### src/rtl/resgate_pkg.sv
package resgate_pkg;

  typedef enum logic [2:0] {
    ST_IDLE  = 3'd0,
    ST_START = 3'd1,
    ST_RUN   = 3'd2,
    ST_STOP  = 3'd3,
    ST_FAULT = 3'd4
  } burstState_t;

  // strobes from control to datapath
  typedef struct packed {
    logic lpUpdate;
  } dpCtrl_t;

  // per-sample decisions from datapath to control
  typedef struct packed {
    logic predPos;
    logic predNeg;
    logic overLimit;
  } dpStat_t;

endpackage

### src/rtl/resgate_dp.sv
module resgate_dp
  import resgate_pkg::*;
#(
  parameter int SAMPLE_W = 12,
  parameter int ACC_W    = 16,
  parameter int COEF_W   = 8,
  parameter int K_SHIFT  = 3,
  parameter int HYST     = 16
) (
  input  logic                       clk,
  input  logic                       rstN,
  input  logic signed [SAMPLE_W-1:0] sampleIn,
  input  logic        [COEF_W-1:0]   leadCoef,
  input  logic        [SAMPLE_W-1:0] limitThr,
  input  dpCtrl_t                    ctrl,
  output dpStat_t                    stat
);

  localparam int WIDE_W     = ACC_W + COEF_W + 2;
  localparam int LEAD_SHIFT = COEF_W;
  localparam logic signed [WIDE_W-1:0] ACC_MAX = {{(WIDE_W-ACC_W+1){1'b0}}, {(ACC_W-1){1'b1}}};
  localparam logic signed [WIDE_W-1:0] ACC_MIN = ~ACC_MAX;
  localparam logic signed [ACC_W-1:0]  HYST_P  = ACC_W'(HYST);
  localparam logic signed [ACC_W-1:0]  HYST_N  = -HYST_P;

  function automatic logic signed [ACC_W-1:0] satAcc(input logic signed [WIDE_W-1:0] v);
    if (v > ACC_MAX)      return ACC_MAX[ACC_W-1:0];
    else if (v < ACC_MIN) return ACC_MIN[ACC_W-1:0];
    else                  return v[ACC_W-1:0];
  endfunction

  logic signed [ACC_W-1:0]    lp;
  logic signed [WIDE_W-1:0]   xWide;
  logic signed [WIDE_W-1:0]   lpWide;
  logic signed [ACC_W-1:0]    diff;
  logic signed [WIDE_W-1:0]   diffWide;
  logic signed [WIDE_W-1:0]   coefWide;
  logic signed [WIDE_W-1:0]   leadProd;
  logic signed [ACC_W-1:0]    lpNext;
  logic signed [ACC_W-1:0]    pred;
  logic signed [SAMPLE_W:0]   xShort;
  logic        [SAMPLE_W:0]   xMag;

  always_comb begin
    xWide    = WIDE_W'(sampleIn);
    lpWide   = WIDE_W'(lp);
    diff     = satAcc(xWide - lpWide);
    diffWide = WIDE_W'(diff);
    lpNext   = satAcc(lpWide + (diffWide >>> K_SHIFT));
    coefWide = $signed({{(WIDE_W-COEF_W){1'b0}}, leadCoef});
    leadProd = coefWide * diffWide;
    pred     = satAcc(xWide + (leadProd >>> LEAD_SHIFT));
  end

  always_comb begin
    xShort = (SAMPLE_W+1)'(sampleIn);
    xMag   = xShort[SAMPLE_W] ? $unsigned(-xShort) : $unsigned(xShort);
  end

  assign stat.predPos   = pred > HYST_P;
  assign stat.predNeg   = pred < HYST_N;
  assign stat.overLimit = xMag >= {1'b0, limitThr};

  always_ff @(posedge clk) begin
    if (!rstN)              lp <= '0;
    else if (ctrl.lpUpdate) lp <= lpNext;
  end

  // the filter moves toward the sample and never past it
  AST_LP_NO_OVERSHOOT_UP: assert property (@(posedge clk) disable iff (!rstN)
    ctrl.lpUpdate && (xWide >= lpWide) |=> (lp >= $past(lp)) && (WIDE_W'(lp) <= $past(xWide)));
  AST_LP_NO_OVERSHOOT_DN: assert property (@(posedge clk) disable iff (!rstN)
    ctrl.lpUpdate && (xWide < lpWide) |=> (lp <= $past(lp)) && (WIDE_W'(lp) >= $past(xWide)));
  AST_LP_HOLD: assert property (@(posedge clk) disable iff (!rstN)
    !ctrl.lpUpdate |=> $stable(lp));

endmodule

### src/rtl/resgate_fsm.sv
module resgate_fsm
  import resgate_pkg::*;
#(
  parameter int CNT_W = 16
) (
  input  logic             clk,
  input  logic             rstN,
  input  logic             sampleValid,
  input  logic             burstEn,
  input  logic             freezeOnStop,
  input  logic [CNT_W-1:0] startLen,
  input  dpStat_t          stat,
  output dpCtrl_t          ctrl,
  output logic             gateOut,
  output logic             faultOut
);

  localparam logic [CNT_W-1:0] CNT_ONE = CNT_W'(1);

  burstState_t      state, stateNxt;
  logic             gateReg, gateNxt;
  logic             faultReg, faultNxt;
  logic [CNT_W-1:0] cnt, cntNxt;
  logic [CNT_W-1:0] pulseLen;
  logic             idleLike;

  assign pulseLen = (startLen == '0) ? CNT_ONE : startLen;
  assign idleLike = (state == ST_IDLE) || (state == ST_FAULT);
  assign ctrl.lpUpdate = sampleValid && !(freezeOnStop && idleLike);

  always_comb begin
    stateNxt = state;
    gateNxt  = gateReg;
    faultNxt = faultReg;
    cntNxt   = cnt;
    if (!burstEn) faultNxt = 1'b0;
    if ((state == ST_FAULT) && !burstEn) stateNxt = ST_IDLE;
    if (sampleValid) begin
      if (stat.overLimit) begin
        gateNxt = 1'b0;
        if (burstEn) begin
          faultNxt = 1'b1;
          stateNxt = ST_FAULT;
        end else begin
          stateNxt = ST_IDLE;
        end
      end else begin
        unique case (state)
          ST_IDLE: begin
            if (burstEn) begin
              stateNxt = ST_START;
              gateNxt  = 1'b1;
              cntNxt   = CNT_ONE;
            end
          end
          ST_START, ST_RUN: begin
            if (!burstEn) begin
              stateNxt = ST_STOP;
              if (!gateReg || stat.predNeg) begin
                gateNxt  = 1'b0;
                stateNxt = ST_IDLE;
              end
            end else if ((state == ST_RUN) || (cnt >= pulseLen)) begin
              stateNxt = ST_RUN;
              if (stat.predPos)      gateNxt = 1'b1;
              else if (stat.predNeg) gateNxt = 1'b0;
            end else begin
              cntNxt = cnt + CNT_ONE;
            end
          end
          ST_STOP: begin
            if (!gateReg || stat.predNeg) begin
              gateNxt  = 1'b0;
              stateNxt = ST_IDLE;
            end
          end
          default: ;
        endcase
      end
    end
  end

  always_ff @(posedge clk) begin
    if (!rstN) begin
      state    <= ST_IDLE;
      gateReg  <= 1'b0;
      faultReg <= 1'b0;
      cnt      <= '0;
    end else begin
      state    <= stateNxt;
      gateReg  <= gateNxt;
      faultReg <= faultNxt;
      cnt      <= cntNxt;
    end
  end

  assign gateOut  = gateReg;
  assign faultOut = faultReg;

  AST_GATE_QUIET: assert property (@(posedge clk) disable iff (!rstN)
    !sampleValid |=> $stable(gateOut));
  AST_START_HOLDS: assert property (@(posedge clk) disable iff (!rstN)
    (state == ST_START) |-> gateOut);
  AST_RUN_FALLS: assert property (@(posedge clk) disable iff (!rstN)
    sampleValid && (state == ST_RUN) && burstEn && stat.predNeg |=> !gateOut);
  AST_LIMIT_CUTS: assert property (@(posedge clk) disable iff (!rstN)
    sampleValid && stat.overLimit |=> !gateOut);
  AST_FAULT_SETS: assert property (@(posedge clk) disable iff (!rstN)
    sampleValid && stat.overLimit && burstEn |=> faultOut);
  AST_FAULT_STICKY: assert property (@(posedge clk) disable iff (!rstN)
    faultOut && burstEn |=> faultOut && !gateOut);
  AST_FAULT_CLEARS: assert property (@(posedge clk) disable iff (!rstN)
    !burstEn |=> !faultOut);
  AST_STOP_NO_RISE: assert property (@(posedge clk) disable iff (!rstN)
    (state == ST_STOP) |=> !$rose(gateOut));
  AST_FREEZE_IDLE: assert property (@(posedge clk) disable iff (!rstN)
    freezeOnStop && (state == ST_IDLE) |-> !ctrl.lpUpdate);

endmodule

### src/rtl/resgate_drive.sv
module resgate_drive
  import resgate_pkg::*;
#(
  parameter int SAMPLE_W = 12,
  parameter int ACC_W    = 16,
  parameter int COEF_W   = 8,
  parameter int CNT_W    = 16,
  parameter int K_SHIFT  = 3,
  parameter int HYST     = 16
) (
  input  logic                       clk,
  input  logic                       rstN,
  input  logic                       sampleValid,
  input  logic signed [SAMPLE_W-1:0] sampleIn,
  input  logic                       burstEn,
  input  logic                       freezeOnStop,
  input  logic        [CNT_W-1:0]    startLen,
  input  logic        [COEF_W-1:0]   leadCoef,
  input  logic        [SAMPLE_W-1:0] limitThr,
  output logic                       gateOut,
  output logic                       faultOut
);

  dpCtrl_t dpCtrl;
  dpStat_t dpStat;

  resgate_dp #(
    .SAMPLE_W(SAMPLE_W), .ACC_W(ACC_W), .COEF_W(COEF_W),
    .K_SHIFT(K_SHIFT), .HYST(HYST)
  ) u_dp (
    .clk(clk), .rstN(rstN), .sampleIn(sampleIn), .leadCoef(leadCoef),
    .limitThr(limitThr), .ctrl(dpCtrl), .stat(dpStat)
  );

  resgate_fsm #(.CNT_W(CNT_W)) u_fsm (
    .clk(clk), .rstN(rstN), .sampleValid(sampleValid), .burstEn(burstEn),
    .freezeOnStop(freezeOnStop), .startLen(startLen), .stat(dpStat),
    .ctrl(dpCtrl), .gateOut(gateOut), .faultOut(faultOut)
  );

endmodule

### config.mk
export PLATFORM = sky130hd
export DESIGN_NAME = resgate_drive
export DESIGN_NICKNAME = d
export VERILOG_FILES = /design/src/rtl/resgate_pkg.sv /design/src/rtl/resgate_dp.sv /design/src/rtl/resgate_fsm.sv /design/src/rtl/resgate_drive.sv
export SDC_FILE = /design/constraint.sdc
export NUM_CORES = 1
export LEC_CHECK = 0
export BUFFER_PORTS_ARGS = -buffer_cell sky130_fd_sc_hd__buf_4
export CAP_MARGIN = 10
export CORE_ASPECT_RATIO = 1.1
export CORE_MARGIN = 1
export CORE_UTILIZATION = 52
export CTS_BUF_LIST = sky130_fd_sc_hd__clkbuf_16
export CTS_CLUSTER_SIZE = 16
export DETAILED_ROUTE_END_ITERATION = 10
export PLACE_DENSITY = 0.7
export SKIP_CTS_REPAIR_TIMING = 1
export SYNTH_ARGS = -nofsm -noshare
export SYNTH_HDL_FRONTEND = slang
export SYNTH_HIERARCHICAL = 1
export SYNTH_SLANG_ARGS = --single-unit
### constraint.sdc
create_clock -name clk -period 13 [get_ports clk]
set_clock_uncertainty 0.05 [all_clocks]
set_input_delay 2.6 -clock clk [delete_from_list [all_inputs] [get_ports clk]]
set_output_delay 2.6 -clock clk [all_outputs]
set_load 0.02 [all_outputs]
==> impl_metrics.ini <==
[status]
outcome = finished clean

[cts]
cts_tree = yes
cts-root-buf = clkbuf_16
cts-buffers-inserted = 5
cts_max_level = 2
cts_buffer_depth = 2
clk_latency_ns = 0.28
clkTransAtPathRegs_ns = 0.06
clock_sinks = 37

[place]
io_buffers = 54
dp_hpwl_mm = 18.9
place_congestion = 0.917

[timing]
drv_slew = 0
worst_pin_slew_ns = 0.571
hold_ws_ns = 0.434
setup_viol = 0
fmax_ghz = 0.0822
fin_setup_tns_ns = 0
fin_crit_sh_pct = 93.6
grt_setup_unrepaired = no
relSlewSlack_pct = 62.0
min_period_ns = 12.17
finalHoldViolCount = 0

[setup_path]
r2r-start = u_dp/lp[4]$_SDFFE_PN0P_
startpoint = sampleIn[4]
cp-endpoint = u_fsm/gateOut$_SDFFE_PN0P_
ff2ff_path_depth = 44
crit_slowest_cell = fa_1
required_ns = 13.16
start_kind = input port
path_class = input port to flip-flop
worst-r2r-setup-slack_ns = 2.84
worstPathMaxFanout = 11
max_stage_delay_ns = 0.54
r2r-end = u_fsm/gateOut$_SDFFE_PN0P_
crit_arrival_ns = 12.34
critPathCaptureType = flip-flop
cpMostUsedCell = fa_1

[grt]
grt-ovfl-total = 0
grt_pass1_wl_mm = 37.8
grtUsageTotal_pct = 25.3
antenna_found_initial = 0
grt_max_degree = 32
grt_pass1_vias = 7992

[synthesis]
yosysTopAreaCell = fa_1
synth_top_area_share_pct = 22.0
synthTopCellsByArea = fa_1, ha_1, inv_1, dfxtp_1, nand2_1
synthArstFlopShare_pct = 0
ys_seq_area_share_pct = 7.82
synth_enable_flop_cells = 0
ys_warn_count = 6
postSynthCellCount = 1190
ys.flop_type = dfxtp_1
syn_area_um2 = 9470
syn_nets = 1474
ys_types = 72
syn_avg_cell_area_um2 = 7.96
ys_seq_elements = 37

[drt]
dr.pass1.iters = 5
drc = 0
drt_wl_total_mm = 22.6
vias = 8184
wl_per_cell_um = 15.4
ant_nets = 0
drt-vias-per-instance = 5.55
drt-initial-drc-count = 441

[floorplan]
core_um2 = 17700
initial_core_util_pct = 53.4
fp.dieArea_um2 = 18800
die_y_um = 144
num_io_pins = 55
dieWidth_um = 131
rows = 51

[finish]
nets = 1519
diodes = 0
drive_above_1_share_pct = 8.25
area_growth_pct = 8.60

[worst_hold_path]
hp-class = flip-flop to flip-flop

[run]
drv_cap = 0
[through the flow]
| stage | utilization [%] | worst slack, ns | cells | cell area (um^2) |
|---|---|---|---|---|
| final | 58.0 | 0.828 | 1474 | 10300 |
| after detailed placement | 57.1 | 0.479 | 1466 | 10100 |
| after global routing | 58.0 | 0.0671 | 1474 | 10300 |
| after global placement | 57.1 | 0.686 | 1466 | 10100 |
| after floorplan | - | 1.35 | 1190 | 9470 |
| after CTS | 57.9 | 0.752 | 1474 | 10300 |
[registers in the layout, summed over array words and instances, names as in the netlist]
register and cells:
u_fsm/faultOut 1, u_fsm/gateOut 1, u_fsm/state 3, u_fsm/cnt 16, u_dp/lp 16
[placed cells by master, fill, tap and decap left out, drive strengths merged, types with 11 or more instances in the layout]
cell,n
inv,207
buf,65
nor2b,16
xor2,21
a21o,21
and2,67
or4,14
nor2,46
nor3,16
o31ai,20
xnor2,45
ha,127
or3,11
fa,104
dfxtp,37
o21ai,60
a21oi,90
nand2b,13
nand2,122
nand3,17
[final cells by class]
cell class	instances	area, um^2
multi-input cells	918	7840
fillers	1715	7450
inverters	208	781
flip-flops and latches	37	741
repair buffers	65	488
well taps	238	298
clock buffers	5	125
clock inverters	3	17.5
[cells in the mapped netlist, drive strengths merged, types with 17 or more instances]
cell type    n
nor2        46
xnor2       45
inv        207
fa         104
dfxtp       37
xor2        21
a21oi       90
nand3       17
nand2      122
clkbuf      18
ha         127
and2        67
o21ai       60
o31ai       20
a21o        21
[metal layers]
metal	track usage [%]	wire, um
met5	0	0
met3	2.05	702
met2	45.8	11500
met1	30.6	9540
met4	10.7	914
[worst min-delay path by stage]
stage	from	endpoint	slack [ns]	cells past startpoint
final	u_fsm/faultOut$_SDFF_PN0_	u_fsm/faultOut$_SDFF_PN0_	0.43	2
after global routing	u_fsm/cnt[15]$_SDFFE_PN0P_	u_fsm/cnt[15]$_SDFFE_PN0P_	0.47	2
after CTS	u_fsm/cnt[15]$_SDFFE_PN0P_	u_fsm/cnt[15]$_SDFFE_PN0P_	0.44	2
after detailed placement	u_fsm/faultOut$_SDFF_PN0_	u_fsm/faultOut$_SDFF_PN0_	0.42	2
after global placement	u_fsm/faultOut$_SDFF_PN0_	u_fsm/faultOut$_SDFF_PN0_	0.41	2
after floorplan	u_dp/lp[10]$_SDFFE_PN0P_	u_dp/lp[10]$_SDFFE_PN0P_	0.40	2
[worst max-delay path: cells and delay by family]
family	cells	cell delay, ns
compound gates	17	3.35
fa+ha+maj	8	3.25
simple gates	12	2.17
xor+xnor	2	0.45
buf+inv	5	0.46
[logic make-up after synthesis]
kind of cell | share of synthesized area (%)
buf+inv | 9.54
compound gates | 16.2
flops | 7.82
simple gates | 19.7
mux | 0.661
xor+xnor | 6.26
fa+ha+maj | 39.8
Power is not shown: default switching activity piles up to over one toggle a cycle in this logic, so the estimate is an artifact.
